[src/rtl/dma_pkg.sv]
package dma_pkg;
  typedef enum logic [1:0] {
    REG_SRC = 2'd0,
    REG_DST = 2'd1,
    REG_CNT = 2'd2,
    REG_CTL = 2'd3
  } cfg_reg_e;

  localparam int CTL_EN    = 0;
  localparam int CTL_CIRC  = 1;
  localparam int CTL_HT_IE = 2;
  localparam int CTL_TC_IE = 3;
  localparam int CFG_W     = 32;
endpackage

[src/rtl/dma_cfg_regs.sv]
module dma_cfg_regs
  import dma_pkg::*;
#(
  parameter int ADDR_W = 32,
  parameter int CNT_W  = 16
) (
  input  logic              clk,
  input  logic              rst_n,
  input  logic              cfg_wr,
  input  logic [1:0]        cfg_addr,
  input  logic [CFG_W-1:0]  cfg_wdata,
  input  logic              done,
  output logic [ADDR_W-1:0] src_addr,
  output logic [ADDR_W-1:0] dst_base,
  output logic [CNT_W-1:0]  count_cfg,
  output logic              en,
  output logic              circ,
  output logic              ht_ie,
  output logic              tc_ie,
  output logic              start
);
  logic wr_ctl;
  logic unused_cfg;

  assign unused_cfg = ^cfg_wdata;
  assign wr_ctl = cfg_wr && (cfg_reg_e'(cfg_addr) == REG_CTL);
  assign start  = wr_ctl && cfg_wdata[CTL_EN] && !en && (count_cfg != '0);

  always_ff @(posedge clk or negedge rst_n) begin
    if (!rst_n) begin
      src_addr  <= '0;
      dst_base  <= '0;
      count_cfg <= '0;
      circ      <= 1'b0;
      ht_ie     <= 1'b0;
      tc_ie     <= 1'b0;
      en        <= 1'b0;
    end else begin
      if (cfg_wr && !en) begin
        case (cfg_reg_e'(cfg_addr))
          REG_SRC: src_addr  <= cfg_wdata[ADDR_W-1:0];
          REG_DST: dst_base  <= cfg_wdata[ADDR_W-1:0];
          REG_CNT: count_cfg <= cfg_wdata[CNT_W-1:0];
          REG_CTL: begin
            circ  <= cfg_wdata[CTL_CIRC];
            ht_ie <= cfg_wdata[CTL_HT_IE];
            tc_ie <= cfg_wdata[CTL_TC_IE];
          end
          default: ;
        endcase
      end
      if (done)        en <= 1'b0;
      else if (wr_ctl) en <= en ? cfg_wdata[CTL_EN] : start;
    end
  end

  // finishing a normal-mode pass drops the enable
  assert_done_stops_R5: assert property (@(posedge clk) disable iff (!rst_n)
    done |=> !en);
  // the address and count registers are frozen while enabled
  assert_cfg_locked_R11: assert property (@(posedge clk) disable iff (!rst_n)
    (en && cfg_wr && cfg_reg_e'(cfg_addr) != REG_CTL) |=>
      ($stable(src_addr) && $stable(dst_base) && $stable(count_cfg)));
  // a zero count cannot enable the channel
  assert_zero_count_R12: assert property (@(posedge clk) disable iff (!rst_n)
    (!en && count_cfg == '0 && !(cfg_wr && cfg_reg_e'(cfg_addr) == REG_CNT)) |=> !en);
endmodule

[src/rtl/dma_xfer_ctl.sv]
module dma_xfer_ctl #(
  parameter int ADDR_W = 32,
  parameter int CNT_W  = 16,
  parameter int DATA_W = 16
) (
  input  logic              clk,
  input  logic              rst_n,
  input  logic              en,
  input  logic              circ,
  input  logic              start,
  input  logic [ADDR_W-1:0] dst_base,
  input  logic [CNT_W-1:0]  count_cfg,
  input  logic              per_req,
  input  logic [DATA_W-1:0] per_data,
  output logic              per_ack,
  output logic              mem_valid,
  input  logic              mem_ready,
  output logic [ADDR_W-1:0] mem_addr,
  output logic [DATA_W-1:0] mem_data,
  output logic [CNT_W-1:0]  rem_count,
  output logic              ev_ht,
  output logic              ev_tc,
  output logic              done
);
  localparam int            STEP_BYTES = DATA_W / 8;
  localparam logic [ADDR_W-1:0] ADDR_STEP = ADDR_W'(STEP_BYTES);

  logic [ADDR_W-1:0] ptr;
  logic [CNT_W-1:0]  rem;
  logic [DATA_W-1:0] hold;
  logic              pend;
  logic              accept;
  logic              hs;
  logic              last;
  logic [CNT_W-1:0]  half;

  assign half   = count_cfg >> 1;
  assign accept = en && per_req && !pend && (rem != '0);
  assign hs     = pend && mem_ready;
  assign last   = hs && (rem == CNT_W'(1));
  assign ev_tc  = last;
  assign ev_ht  = hs && (half != '0) && (rem == count_cfg - half + CNT_W'(1));
  assign done   = last && !circ;

  assign mem_valid = pend;
  assign mem_addr  = ptr;
  assign mem_data  = hold;
  assign rem_count = rem;

  always_ff @(posedge clk or negedge rst_n) begin
    if (!rst_n) begin
      ptr     <= '0;
      rem     <= '0;
      hold    <= '0;
      pend    <= 1'b0;
      per_ack <= 1'b0;
    end else begin
      per_ack <= accept;
      if (accept) begin
        pend <= 1'b1;
        hold <= per_data;
      end else if (hs) begin
        pend <= 1'b0;
      end
      if (start) begin
        ptr <= dst_base;
        rem <= count_cfg;
      end else if (hs) begin
        if (last && circ) begin
          ptr <= dst_base;
          rem <= count_cfg;
        end else begin
          ptr <= ptr + ADDR_STEP;
          rem <= rem - CNT_W'(1);
        end
      end
    end
  end

  // an acknowledge comes with the write of the sample taken at acceptance
  assert_ack_write_R2: assert property (@(posedge clk) disable iff (!rst_n)
    per_ack |-> (mem_valid && mem_data == $past(per_data)));
  // a stalled write keeps its address, data and count
  assert_stall_hold_R4: assert property (@(posedge clk) disable iff (!rst_n)
    (mem_valid && !mem_ready) |=>
      (mem_valid && $stable(mem_addr) && $stable(mem_data) && $stable(rem_count)));
  // no acknowledge unless the channel was enabled
  assert_ack_needs_en_R5: assert property (@(posedge clk) disable iff (!rst_n)
    per_ack |-> $past(en));
  // the remaining count never exceeds the programmed count while running
  assert_rem_bound_R13: assert property (@(posedge clk) disable iff (!rst_n)
    en |-> (rem_count <= count_cfg));
endmodule

[src/rtl/dma_irq_flags.sv]
module dma_irq_flags (
  input  logic clk,
  input  logic rst_n,
  input  logic ev_ht,
  input  logic ev_tc,
  input  logic ht_clr,
  input  logic tc_clr,
  input  logic ht_ie,
  input  logic tc_ie,
  output logic ht_flag,
  output logic tc_flag,
  output logic irq
);
  always_ff @(posedge clk or negedge rst_n) begin
    if (!rst_n) begin
      ht_flag <= 1'b0;
      tc_flag <= 1'b0;
    end else begin
      if (ev_ht)       ht_flag <= 1'b1;
      else if (ht_clr) ht_flag <= 1'b0;
      if (ev_tc)       tc_flag <= 1'b1;
      else if (tc_clr) tc_flag <= 1'b0;
    end
  end

  assign irq = (ht_flag && ht_ie) || (tc_flag && tc_ie);

  // a flag only drops through its clear input
  assert_ht_sticky_R9: assert property (@(posedge clk) disable iff (!rst_n)
    (ht_flag && !ht_clr) |=> ht_flag);
  assert_tc_sticky_R9: assert property (@(posedge clk) disable iff (!rst_n)
    (tc_flag && !tc_clr) |=> tc_flag);
  // a completion event is always visible afterwards
  assert_tc_set_R8: assert property (@(posedge clk) disable iff (!rst_n)
    ev_tc |=> tc_flag);
endmodule

[src/rtl/circdma_engine.sv]
module circdma_engine
  import dma_pkg::*;
#(
  parameter int ADDR_W = 32,
  parameter int CNT_W  = 16,
  parameter int DATA_W = 16
) (
  input  logic              clk,
  input  logic              rst_n,
  input  logic              cfg_wr,
  input  logic [1:0]        cfg_addr,
  input  logic [CFG_W-1:0]  cfg_wdata,
  output logic [ADDR_W-1:0] per_addr,
  input  logic              per_req,
  input  logic [DATA_W-1:0] per_data,
  output logic              per_ack,
  output logic              mem_valid,
  input  logic              mem_ready,
  output logic [ADDR_W-1:0] mem_addr,
  output logic [DATA_W-1:0] mem_data,
  output logic [CNT_W-1:0]  rem_count,
  output logic              ch_en,
  output logic              ht_flag,
  output logic              tc_flag,
  input  logic              ht_clr,
  input  logic              tc_clr,
  output logic              irq
);
  logic [ADDR_W-1:0] dst_base;
  logic [CNT_W-1:0]  count_cfg;
  logic circ, ht_ie, tc_ie, start, done, ev_ht, ev_tc;

  dma_cfg_regs #(.ADDR_W(ADDR_W), .CNT_W(CNT_W)) u_cfg (
    .clk(clk), .rst_n(rst_n), .cfg_wr(cfg_wr), .cfg_addr(cfg_addr),
    .cfg_wdata(cfg_wdata), .done(done), .src_addr(per_addr),
    .dst_base(dst_base), .count_cfg(count_cfg), .en(ch_en), .circ(circ),
    .ht_ie(ht_ie), .tc_ie(tc_ie), .start(start)
  );

  dma_xfer_ctl #(.ADDR_W(ADDR_W), .CNT_W(CNT_W), .DATA_W(DATA_W)) u_xfer (
    .clk(clk), .rst_n(rst_n), .en(ch_en), .circ(circ), .start(start),
    .dst_base(dst_base), .count_cfg(count_cfg), .per_req(per_req),
    .per_data(per_data), .per_ack(per_ack), .mem_valid(mem_valid),
    .mem_ready(mem_ready), .mem_addr(mem_addr), .mem_data(mem_data),
    .rem_count(rem_count), .ev_ht(ev_ht), .ev_tc(ev_tc), .done(done)
  );

  dma_irq_flags u_flags (
    .clk(clk), .rst_n(rst_n), .ev_ht(ev_ht), .ev_tc(ev_tc),
    .ht_clr(ht_clr), .tc_clr(tc_clr), .ht_ie(ht_ie), .tc_ie(tc_ie),
    .ht_flag(ht_flag), .tc_flag(tc_flag), .irq(irq)
  );

  // the acknowledge is a single-cycle pulse
  assert_ack_pulse_R2: assert property (@(posedge clk) disable iff (!rst_n)
    per_ack |=> !per_ack);
  // circular mode never drops the enable by itself
  assert_circ_runs_R6: assert property (@(posedge clk) disable iff (!rst_n)
    (ch_en && circ && !cfg_wr) |=> ch_en);
endmodule

[config.mk]
export PLATFORM = sky130hd
export DESIGN_NAME = circdma_engine
export DESIGN_NICKNAME = d
export VERILOG_FILES = /design/src/rtl/dma_pkg.sv /design/src/rtl/dma_cfg_regs.sv /design/src/rtl/dma_xfer_ctl.sv /design/src/rtl/dma_irq_flags.sv /design/src/rtl/circdma_engine.sv
export SDC_FILE = /design/constraint.sdc
export NUM_CORES = 1
export LEC_CHECK = 0
export BUFFER_PORTS_ARGS = -buffer_cell sky130_fd_sc_hd__buf_2
export CORE_UTILIZATION = 51
export CTS_CLUSTER_SIZE = 24
export DETAILED_ROUTE_END_ITERATION = 8
export PLACE_DENSITY = 0.77
export SYNTH_ARGS = -nofsm -noshare
export SYNTH_HDL_FRONTEND = slang
export SYNTH_SLANG_ARGS = --single-unit
[constraint.sdc]
create_clock -name clk -period 2.65 [get_ports clk]
set_input_delay 0.3975 -clock clk [delete_from_list [all_inputs] [get_ports clk]]
set_output_delay 0.3975 -clock clk [all_outputs]
set_load 0.02 [all_outputs]
# Word level (Yosys, flattened, before mapping)

Index checks and enable logic that the tools add are counted.
Widths: inputs -> output; s select.

Register bits: 152
Input port bits: 57

Reduce and logical (&&, ||, !) cells: 33
Add/sub/neg operators: 4
Equality and inequality tests: 5
Muxes and demuxes: 15

Operators by type and width:

| operator              | number |
|---|---|
| $mux 32               | 3 |
| $mux 16               | 3 |
| $reduce_bool 16->1    | 3 |
| $add 32x2->32 const B | 1 |
| $add 16x1->16 const B | 1 |
| $eq 16x1->1 const B   | 1 |
| $eq 16x16->1          | 1 |
| $logic_and 1x1->1     | 16 |
| $sub 16x1->16 const B | 1 |
| $sub 16x15->16        | 1 |
| $reduce_bool 2->1     | 5 |
| $mux 1                | 9 |
| $reduce_and 2->1      | 4 |
| $eq 2x2->1 const B    | 2 |
| $logic_not 1->1       | 3 |
| $eq 2x1->1 const B    | 1 |
| $logic_not 2->1       | 1 |
| $logic_or 1x1->1      | 1 |

# Depth between registers and ports, before layout

Gate-level depths: netlist of the first run.

Depth in word-level cells: 8
Depth in mapped cells: 12
Mapped depth without buffers: 11

# Modules after synthesis

Synthesis of the first run repeated with hierarchy kept, for this count alone.

Cell total of the unflattened synthesis: 773
Area, all modules: 8341.8 µm²

By module, submodules not included:

| module        | times used | cells an instance | sequential area each (µm²) | area an instance (µm²) |
|---|---|---|---|---|
| dma_xfer_ctl  | 1          | 576               | 1651.6                     | 5026.1 |
| dma_cfg_regs  | 1          | 190               | 2102.0                     | 3233.1 |
| dma_irq_flags | 1          | 7                 | 50.0                       | 82.6 |

# Least setup slack after synthesis of the first run

Ideal clock, no wire load.

Path type: flip-flop to flip-flop
Start: register u_cfg.count_cfg[1]
End: register u_flags.ht_flag
Setup time: 0.074 ns
Path slack: -0.089 ns
Clock period less this slack: 2.739 ns
Arrival time: 2.665 ns
Cell stages (with the launch flop): 12
Path buffers: 0
Cells stage by stage: dfrtp_1 > inv_1 > ha_1 > ha_1 > fa_1 > xor2_1 > or4_4 > a2111oi_4 > o2111ai_1 > and4bb_1 > nand4_1 > o21ai_2

Longest elaborated chain between the ends: 5
Elaborated cells between the ends (all ways): 8
Those cells by class: add/sub (2); eq/ne (1); mux (1); reduce/logical (4)

RTL lines:

| item                                        | line                | RTL |
|---|---|---|
| from (decl)                                 | dma_cfg_regs.sv:15  | `output logic [CNT_W-1:0] count_cfg,` |
| from (signal assigned)                      | dma_cfg_regs.sv:43  | `REG_CNT: count_cfg <= cfg_wdata[CNT_W-1:0];` |
| $sub 16x15->16                              | dma_xfer_ctl.sv:42  | `assign ev_ht = hs && (half != '0) && (rem == count_cfg - half + CNT_W'(1));` |
| $add 16x1->16                               | dma_xfer_ctl.sv:42  |  |
| $eq 16x16->1                                | dma_xfer_ctl.sv:42  |  |
| $logic_and 1x1->1 *                         | dma_xfer_ctl.sv:42  |  |
| $mux 1 or $reduce_bool 2->1 (tied branches) | n/a                 |  |
| to (signal assigned)                        | dma_irq_flags.sv:16 | `ht_flag <= 1'b0;` |
| to (signal assigned)                        | dma_irq_flags.sv:19 | `if (ev_ht) ht_flag <= 1'b1;` |
| to (signal assigned)                        | dma_irq_flags.sv:20 | `else if (ht_clr) ht_flag <= 1'b0;` |
| to (decl)                                   | dma_irq_flags.sv:10 | `output logic ht_flag,` |

Every way passes the cells marked *; elsewhere a longest branch is shown, timed or not.
A chain may end at the register's enable or synchronous reset.

# Worst setup path after layout of the first run

Same ends and word-level chain as after synthesis.

==> results of run 1 <==
timing repair:
item / in CTS / in global routing
hold buffers: 1 / 0
endpoints found under the setup margin: 1 / 1
setup buffers: 1 / 1
gates resized for setup: 3 / 11
hold endpoints to repair: 55 / 0
pin swaps: 0 / 0
state kept, by name (all words and copies together), names as in the netlist:
register and count:
u_cfg.src_addr 32, u_flags.tc_flag 1, u_flags.ht_flag 1, u_xfer.per_ack 1, u_xfer.mem_valid 1, u_cfg.circ 1
u_cfg.ht_ie 1, u_xfer.mem_addr 32, u_cfg.dst_base 32, u_cfg.en 1, u_xfer.mem_data 16, u_xfer.rem_count 16
u_cfg.tc_ie 1, u_cfg.count_cfg 16
per-stage QoR:
stage | worst slack [ns] | TNS [ns] | instances
2_1_floorplan | 0.00752 | 0 | 784
3_3_place_gp | -0.0848 | -0.0848 | 1194
3_5_place_dp | -0.144 | -0.144 | 1194
4_1_cts | -0.103 | -0.103 | 1228
5_1_grt | -0.217 | -0.217 | 1229
6_report | -0.108 | -0.108 | 1229
power breakdown:
group	leakage [nW]	internal (W)	switching, W	total, W
Combinational	2.69	0.00318	0.00401	0.00718
Clock	0.311	0.00168	0.000957	0.00264
Sequential	1.86	0.00324	0.000732	0.00397
Total	4.86	0.00810	0.00570	0.0138
critical path, stage by stage, from the launching register on:
cell and delay, ns:
dfrtp_1 0.39, inv_2 0.11, ha_4 0.22, ha_4 0.16, fa_2 0.53, xor2_1 0.06
or4_4 0.42, a2111oi_4 0.20, o2111ai_1 0.14, and4bb_1 0.26, nand4_1 0.12, o21ai_2 0.08
worst paths after layout:
kind                                            end  slack, ns
min in group asynchronous        u_cfg.src_addr[25]       0.51
worst min-delay path                u_flags.ht_flag       0.14
worst max register to register      u_flags.ht_flag      -0.11
worst max-delay path                u_flags.ht_flag      -0.11
worst min register to register   u_xfer.mem_addr[3]       0.48
max in group asynchronous       u_xfer.mem_addr[14]       1.46
metal layers:
metal	global-route usage [%]	up-vias
met1	37.5	3432
li1	-	3271
met5	0	-
met2	44.9	283
met4	11.3	0
met3	5.53	42
cells in the final DEF, fill, tap and decap left out, drive strengths merged, types with 3 or more instances in the layout:
cell type,n
nand3,26
buf,233
dfrtp,152
or2,4
or3,3
nand2b,8
o211a,3
nor3,15
nand2,78
a211oi,4
or4,5
nor2,24
nor3b,4
a21o,10
a22oi,6
xor2,12
ha,47
a2111oi,3
and3,9
nand4,14
a21oi,34
inv,41
bufinv,4
clkbuf,23
xnor2,25
mux2,83
nor4,13
a31oi,4
o311ai,7
o21ai,70
o221ai,5
kinds of logic (layout without fill, tap and decap cells):
group / count (synthesis) / after routing
xor gates and xnor gates: 37 / 37
DFF: 152 / 152
adders and majority gates: 48 / 48
muxes: 83 / 83
AOI/OAI and AO/OA: 171 / 171
buffers and inverters: 76 / 305
and+or+nand+nor: 217 / 217
area by class of cell:
| type | instances | area share, % |
|---|---|---|
| multi-input combinational | 556 | 40.3 |
| sequential | 152 | 36.2 |
| timing repair buffer | 234 | 13.4 |
| clock buffer | 23 | 4.64 |
| tap | 216 | 2.57 |
| clock inverter | 9 | 1.54 |
| inverter | 39 | 1.39 |
==> results.json, run 1 <==
{
  "outcome": "finished, violations left",
  "violations": "negative setup slack",
  "num_vias": 7028,
  "r2r_start": "u_cfg.count_cfg[1]",
  "fin_crit_sh_pct": 104,
  "wl_met3_um": 1400,
  "arrival_ns": 3.12,
  "grtUsageTotal_pct": 28.0,
  "placed_cell_area_um2": 9760,
  "rsz0062_at_grt": "true",
  "core_region_area_um2": 15800,
  "syn_to_final_growth_pct": 27.2,
  "antenna_left": 0,
  "synth-edff-count": 0,
  "place.gp.congestion": 0.885,
  "die-area_um2": 16700,
  "drt-initial-drc-count": 533,
  "hold_viol": 0,
  "top_layer_used": "met4",
  "htree_levels": 4,
  "wl_per_cell_um": 18.2,
  "synth_compound_area_share_pct": 13.5,
  "io_pins": 159,
  "io_buffers": 158,
  "max_slew.worst_pin.slew_ns": 0.903,
  "die_h_um": 129,
  "insertedDiodeCount": 0,
  "final_util_pct": 66.4,
  "slew_viol_final": 0,
  "required_ns": 3.01,
  "skew_ns": 0.0101,
  "syn-num-nets": 889,
  "clock_latency_ns": 0.43,
  "min_path_type": "in2reg",
  "crit_path_start": "u_cfg.count_cfg[1]",
  "grt_first_pass_wirelength_um": 35500,
  "setup_viol": 1,
  "cts_made_buffers": 17,
  "endpoint_kind": "register",
  "synth_most_common_cell": "dfrtp_1",
  "route.detailed.drc": 0,
  "hold_ws_ns": 0.141,
  "async_flop_share_pct": 100,
  "fin_nets": 1105,
  "fillers": 1180,
  "synthMuxAreaShare_pct": 11.3,
  "grt_max_degree": 59,
  "critPathKind": "reg2reg",
  "synth_area_leaders": "dfrtp_1 46%, mux2_2 11%, ha_1 7.1%",
  "clk_pin_slew_ns": 0.06,
  "syn_inst": 784,
  "synth_cell_type_count": 78,
  "min_path_cells": 2,
  "syn_area_um2": 8270,
  "yosysSeqAreaShare_pct": 46.0,
  "gr-total-overflow": 0,
  "synth.avg_cell_area_um2": 10.5,
  "cts-root-buf": "clkbuf_16",
  "p_leak_nw": 4.86,
  "synth-xor-area-share_pct": 3.92,
  "cp-start-kind": "register",
  "ys_ff_latch": 152,
  "synth_top_area_cell": "dfrtp_1",
  "synth_top_area_share_pct": 46.0,
  "met1Wirelength_um": 9660,
  "critPathMaxFanout": 4,
  "synth_top_family_by_area": "simple AND/OR/NAND/NOR gates",
  "yosys.area_share.simple_pct": 14.0,
  "drive_above_1_share_pct": 37.9,
  "dp_hpwl_um": 16400,
  "ff2ff_path_depth": 11,
  "clk_path_buf_depth": 2,
  "clock_sinks": 152,
  "dr.pass1.iters": 5,
  "power.density_nw_per_um2": 1310,
  "irDropWorstVdd_mv": 0.838,
  "fin_area_um2": 10500,
  "cts_tree": "done",
  "fin_crit_ns": 2.76,
  "routed_wl_um": 22300,
  "rows": 46,
  "synth_flop_cell": "dfrtp_1",
  "die_w_um": 129,
  "multi_input_area_um2": 4230,
  "seqCellArea_um2": 3800,
  "synth_commonest_cells": "152 x dfrtp_1, 82 x mux2_2, 77 x nand2_1",
  "power_w": 0.0138,
  "yosysWarnings": 0,
  "wl_met2_um": 10700,
  "viasPerCell": 5.72,
  "fmax_mhz": 363,
  "grt_pass1_vias": 6724,
  "initial_utilization_pct": 52.2,
  "grt_antenna_before_repair": 0,
  "setup_slack_ns": -0.108,
  "min_from": "ht_clr",
  "max-cap-violations": 0,
  "synth_fa_ha_area_share_pct": 7.36,
  "slew_headroom_pct": 39.6
}
(Power assumes the default switching activity.)
==> run 2: changes to the inputs <==
--- a/config.mk
+++ b/config.mk
@@ -10,6 +10,8 @@
 export CTS_CLUSTER_SIZE = 24
 export DETAILED_ROUTE_END_ITERATION = 8
 export PLACE_DENSITY = 0.77
+export SETUP_SLACK_MARGIN = 0.4
+export SKIP_LAST_GASP = 1
 export SYNTH_ARGS = -nofsm -noshare
 export SYNTH_HDL_FRONTEND = slang
 export SYNTH_SLANG_ARGS = --single-unit
==> results.json, run 2 (synthesis results as in run 1) <==
{
  "outcome": "finished, violations left",
  "violations": "negative setup slack",
  "die-area_um2": 16700,
  "critPathMaxFanout": 12,
  "fin_crit_ns": 2.80,
  "slew_headroom_pct": 56.4,
  "core_region_area_um2": 15800,
  "internal-power_w": 0.00811,
  "htree_levels": 4,
  "final_cell_count_no_fill": 1257,
  "dp_hpwl_um": 16100,
  "clock_sinks": 152,
  "place.gp.congestion": 0.998,
  "grtUsageTotal_pct": 29.9,
  "r2r_setup_slack_ns": -0.15,
  "layout_common_cells": "157 x buf_2, 150 x dfrtp_1, 82 x mux2_2",
  "wl_per_cell_um": 22.3,
  "gr-total-overflow": 0,
  "fin_nets": 1133,
  "viasPerCell": 6.28,
  "clk_path_buf_depth": 2,
  "num_vias": 7898,
  "p_leak_nw": 5.15,
  "seqCellArea_um2": 3810,
  "r2r_start": "u_cfg.count_cfg[10]",
  "min_path_type": "in2reg",
  "max_slew.worst_pin.slew_ns": 0.648,
  "cp-start-kind": "register",
  "fillers": 993,
  "fin_crit_sh_pct": 106,
  "antenna_left": 0,
  "cts-root-buf": "clkbuf_16",
  "drive_above_1_share_pct": 43.8,
  "power.density_nw_per_um2": 1260,
  "slew_viol_final": 0,
  "pwr-share-comb_pct": 53.7,
  "final_util_pct": 71.3,
  "arrival_ns": 3.16,
  "drt-initial-drc-count": 857,
  "multi_input_area_um2": 4580,
  "rsz0062_at_grt": "true",
  "route.detailed.drc": 0,
  "skew_ns": 0.0126,
  "setup_slack_ns": -0.153,
  "setup_viol": 1,
  "syn_to_final_growth_pct": 36.6,
  "final_common_cell": "buf_2",
  "fmax_mhz": 357,
  "grt_first_pass_wirelength_um": 38000,
  "reg2reg_to": "u_flags.ht_flag",
  "critPathKind": "reg2reg",
  "grt_max_degree": 54,
  "dr.pass1.iters": 6,
  "io_buffers": 158,
  "p_switching_w": 0.00616,
  "initial_utilization_pct": 52.2,
  "fin_area_um2": 11300,
  "irDropWorstVdd_mv": 0.721,
  "hold_viol": 0,
  "insertedDiodeCount": 0,
  "dp_cells": 1180,
  "placed_cell_area_um2": 9670,
  "grt_antenna_before_repair": 0,
  "die_h_um": 129,
  "clkPwrFrac_pct": 17.5,
  "clk_pin_slew_ns": 0.07,
  "required_ns": 3.01,
  "ff2ff_path_depth": 11,
  "max-cap-violations": 0,
  "grt_pass1_vias": 7313,
  "routed_wl_um": 28000,
  "rows": 46,
  "cts_made_buffers": 17,
  "cts_tree": "done",
  "io_pins": 159,
  "crit_path_start": "u_cfg.count_cfg[10]",
  "p_seq_share_pct": 28.9,
  "endpoint_kind": "register",
  "swShare_pct": 43.2,
  "critical_path.endpoint": "u_flags.ht_flag",
  "clock_latency_ns": 0.43,
  "die_w_um": 129
}
-- run 2: cell count changes in the layout (fill, tap and decap cells not counted), moves of 5 or more --
| cell | previous run | this run |
|---|---|---|
| o21ai_0 | 65 | 29 |
| o21ai_1 | 4 | 29 |
| buf_6 | 1 | 20 |
| o21ai_2 | 1 | 10 |
| buf_12 | 3 | 11 |
| nand2_1 | 77 | 70 |
| buf_4 | 72 | 66 |
| nand2_2 | 0 | 6 |
| nor4_1 | 12 | 7 |
-- run 2: timing repair --
action                                  CTS  global route
setup buffers                            22            17
endpoints found under the hold margin    50             0
endpoints found under the setup margin   38            65
hold buffers                              1             0
pin swaps                                20            36
gates resized for setup                  46           112
gates cloned                              4             1
-- run 2: layout make-up --
cell class / instances / share of cell area (%)
clock buffer: 25 / 4.21
clock inverter: 7 / 1.04
inverter: 39 / 1.30
multi-input combinational: 556 / 40.6
sequential: 152 / 33.7
tap: 216 / 2.39
timing repair buffer: 262 / 16.8
-- run 2: worst max-delay path: stages, from the launching register on --
cell and delay, ns:
dfrtp_1 0.37, inv_1 0.12, ha_1 0.30, inv_1 0.04, ha_1 0.46, and3_1 0.28
a211o_1 0.25, a211oi_1 0.31, o2111ai_1 0.15, and4bb_1 0.28, nand4_1 0.09, o21ai_2 0.07
-- run 2: metal layers --
metal	wire [µm]	global-route usage [%]
met3	2900	7.27
met4	1680	15.2
met1	10500	38.2
met5	0	0
met2	12900	47.6
-- run 2: power groups by stage --
stage	clock network, W	registers [W]	logic, W
after global placement	0	0.00394	0.00649
final	0.00249	0.00412	0.00766
after CTS	0.00248	0.00399	0.00691
after floorplan	0	0.00468	0.00358
after global routing	0.00259	0.00422	0.00818
after detailed placement	0	0.00398	0.00661
-- run 2: worst min path at each step --
stage	startpoint	endpoint	cells past startpoint	slack (ns)
finish	ht_clr	u_flags.ht_flag	2	0.15
floorplan	rst_n	u_cfg.circ	0	0.10
CTS	ht_clr	u_flags.ht_flag	2	0.15
global placement	rst_n	u_cfg.src_addr[23]	1	0.40
detailed placement	rst_n	u_cfg.src_addr[23]	1	0.40
global route	ht_clr	u_flags.ht_flag	2	0.15
-- run 2: per-stage QoR --
step / worst slack (ns) / total power [W] / setup TNS (ns) / hold slack [ns]
2_1_floorplan: 0.00753 / 0.00826 / 0 / 0.102
3_5_place_dp: -0.132 / 0.0106 / -0.132 / 0.404
5_1_grt: -0.332 / 0.0150 / -0.401 / 0.147
6_report: -0.153 / 0.0143 / -0.153 / 0.154
4_1_cts: -0.118 / 0.0134 / -0.118 / 0.149
3_3_place_gp: -0.0397 / 0.0104 / -0.0397 / 0.398
==> run 3: changes to the inputs <==
==> constraint.sdc (replaced) <==
create_clock -name clk -period 2.65 [get_ports clk]
set_input_delay 0.1325 -clock clk [delete_from_list [all_inputs] [get_ports clk]]
set_output_delay 0.1325 -clock clk [all_outputs]
set_load 0.02 [all_outputs]
==> results.json, run 3 (synthesis results as in run 1) <==
{
  "outcome": "finished, violations left",
  "violations": "negative setup slack",
  "max_stage_delay_ns": 0.42,
  "clk_pin_slew_ns": 0.07,
  "min_path_cells": 2,
  "setup_slack_ns": -0.180,
  "clock_sinks": 152,
  "io_buffers": 158,
  "die_w_um": 129,
  "internal-power_w": 0.00804,
  "max-cap-violations": 0,
  "clock_latency_ns": 0.43,
  "max_slew.worst_pin.slew_ns": 0.556,
  "arrival_ns": 3.19,
  "fin_area_um2": 11400,
  "p_leak_nw": 5.23,
  "insertedDiodeCount": 0,
  "seqCellArea_um2": 3810,
  "critPathKind": "reg2reg",
  "core_region_area_um2": 15800,
  "final_util_pct": 72.1,
  "die-area_um2": 16700,
  "cp_cell_sequence": "inv_2, ha_1, ha_2, fa_1, a21oi_2, o2bb2ai_1, or3_1, a2111oi_2, and4bb_1, nand4_1, o21ai_2",
  "endpoint_kind": "register",
  "die_h_um": 129,
  "required_ns": 3.01,
  "swShare_pct": 42.6,
  "setup_viol": 1,
  "fin_crit_sh_pct": 107,
  "gr-total-overflow": 0,
  "fmax_mhz": 353,
  "dp_hpwl_um": 16400,
  "pwr-share-comb_pct": 53.5,
  "rsz0062_at_grt": "true",
  "slew_viol_final": 0,
  "skew_ns": 0.0121,
  "rows": 46,
  "grt_max_degree": 57,
  "dp_cells": 1187,
  "grt_first_pass_wirelength_um": 37100,
  "syn_to_final_growth_pct": 38.1,
  "final_common_cell": "buf_2",
  "crit_slowest_cell": "fa_1",
  "fin_crit_ns": 2.83,
  "p_switching_w": 0.00598,
  "grtUsageTotal_pct": 29.2,
  "viasPerCell": 5.99,
  "cts_made_buffers": 17,
  "place.gp.congestion": 1.00,
  "routed_wl_um": 26600,
  "antenna_left": 0,
  "htree_levels": 4,
  "wl_per_cell_um": 20.5,
  "clkPwrFrac_pct": 17.3,
  "cp-start-kind": "register",
  "cts-root-buf": "clkbuf_16",
  "setup_tns_ns": -0.180,
  "final_cell_count_no_fill": 1294,
  "critPathMaxFanout": 4,
  "cts_tree": "done",
  "hold_viol": 0,
  "num_vias": 7746,
  "ff2ff_path_depth": 11,
  "placed_cell_area_um2": 9690,
  "layout_common_cells": "157 x buf_2, 146 x dfrtp_1, 82 x mux2_2",
  "multi_input_area_um2": 4480,
  "initial_utilization_pct": 52.2,
  "fillers": 1015,
  "slew_headroom_pct": 63.0,
  "route.detailed.drc": 0,
  "fin_nets": 1172,
  "drive_above_1_share_pct": 41.6,
  "clk_path_buf_depth": 2,
  "drt-initial-drc-count": 810,
  "power_w": 0.0140,
  "io_pins": 159,
  "p_seq_share_pct": 29.2,
  "min_path_type": "in2reg",
  "power.density_nw_per_um2": 1230,
  "dr.pass1.iters": 5,
  "grt_pass1_vias": 7190,
  "grt_antenna_before_repair": 0,
  "irDropWorstVdd_mv": 0.923
}
==> run 3: cell count changes in the layout (fill, tap and decap cells not counted), moves of 7 or more <==
cell,previous run,this run
inv_2,2,14
buf_6,20,13
dlygate4sd3_1,1,43
buf_12,11,4
o21ai_0,29,51
inv_1,37,25
o21ai_2,10,3
o21ai_1,29,15
buf_4,66,78
==> run 3: worst max-delay path, delay by kind of cell (launching register included) <==
kind                     cells  cell delay [ns]
buffers and inverters        1             0.07
flip-flops                   1             0.37
adder cells (fa/ha/maj)      3             0.91
AO/OA/AOI/OAI                4             0.70
AND/OR/NAND/NOR              3             0.69
==> run 3: power groups by stage <==
| stage | registers (W) | logic (W) | clock network [W] |
|---|---|---|---|
| after floorplan | 0.00468 | 0.00358 | 0 |
| final | 0.00409 | 0.00751 | 0.00242 |
| after global placement | 0.00395 | 0.00656 | 0 |
| after CTS | 0.00399 | 0.00687 | 0.00242 |
| after detailed placement | 0.00399 | 0.00668 | 0 |
| after global routing | 0.00420 | 0.00809 | 0.00252 |
==> run 3: final timing paths <==
path                                     from                 end  slack, ns
max                        u_cfg.count_cfg[1]     u_flags.ht_flag      -0.18
min                              cfg_wdata[6]   u_cfg.dst_base[6]       0.02
max reg2reg                u_cfg.count_cfg[1]     u_flags.ht_flag      -0.18
min reg2reg                 u_cfg.dst_base[3]  u_xfer.mem_addr[3]       0.48
max in group asynchronous               rst_n    u_xfer.mem_valid       1.62
min in group asynchronous               rst_n  u_cfg.src_addr[29]       0.24
==> run 3: layout make-up <==
type	count	area share [%]
Clock inverter	9	1.12
Tap cell	216	2.37
Clock buffer	21	3.86
Inverter	39	1.28
Multi-Input combinational cell	557	39.3
Sequential cell	152	33.4
Timing Repair Buffer	300	18.7
==> run 3: through the flow <==
stage	setup WS, ns	hold slack [ns]
global route	-0.325	0.00732
finish	-0.180	0.0218
detailed placement	-0.140	0.131
floorplan	0.00753	-0.163
global placement	-0.0431	0.131
CTS	-0.148	0.00846
==> run 3: per-layer routing <==
metal / part of all wire (%) / global-route usage [%] / vias up
met5: 0 / 0 / -
met4: 3.6 / 11.8 / 0
met3: 8.8 / 6.65 / 98
met2: 48 / 46.8 / 473
met1: 39 / 38.3 / 3771
li1: - / - / 3404
==> run 3: timing repair <==
item | 4_1_cts | 5_1_grt
pin swaps | 7 | 26
resized for setup | 21 | 93
gates cloned | 1 | 5
endpoints found under the hold margin | 119 | 0
hold buffers | 43 | 0
endpoints found under the setup margin | 56 | 56
setup buffers | 6 | 22
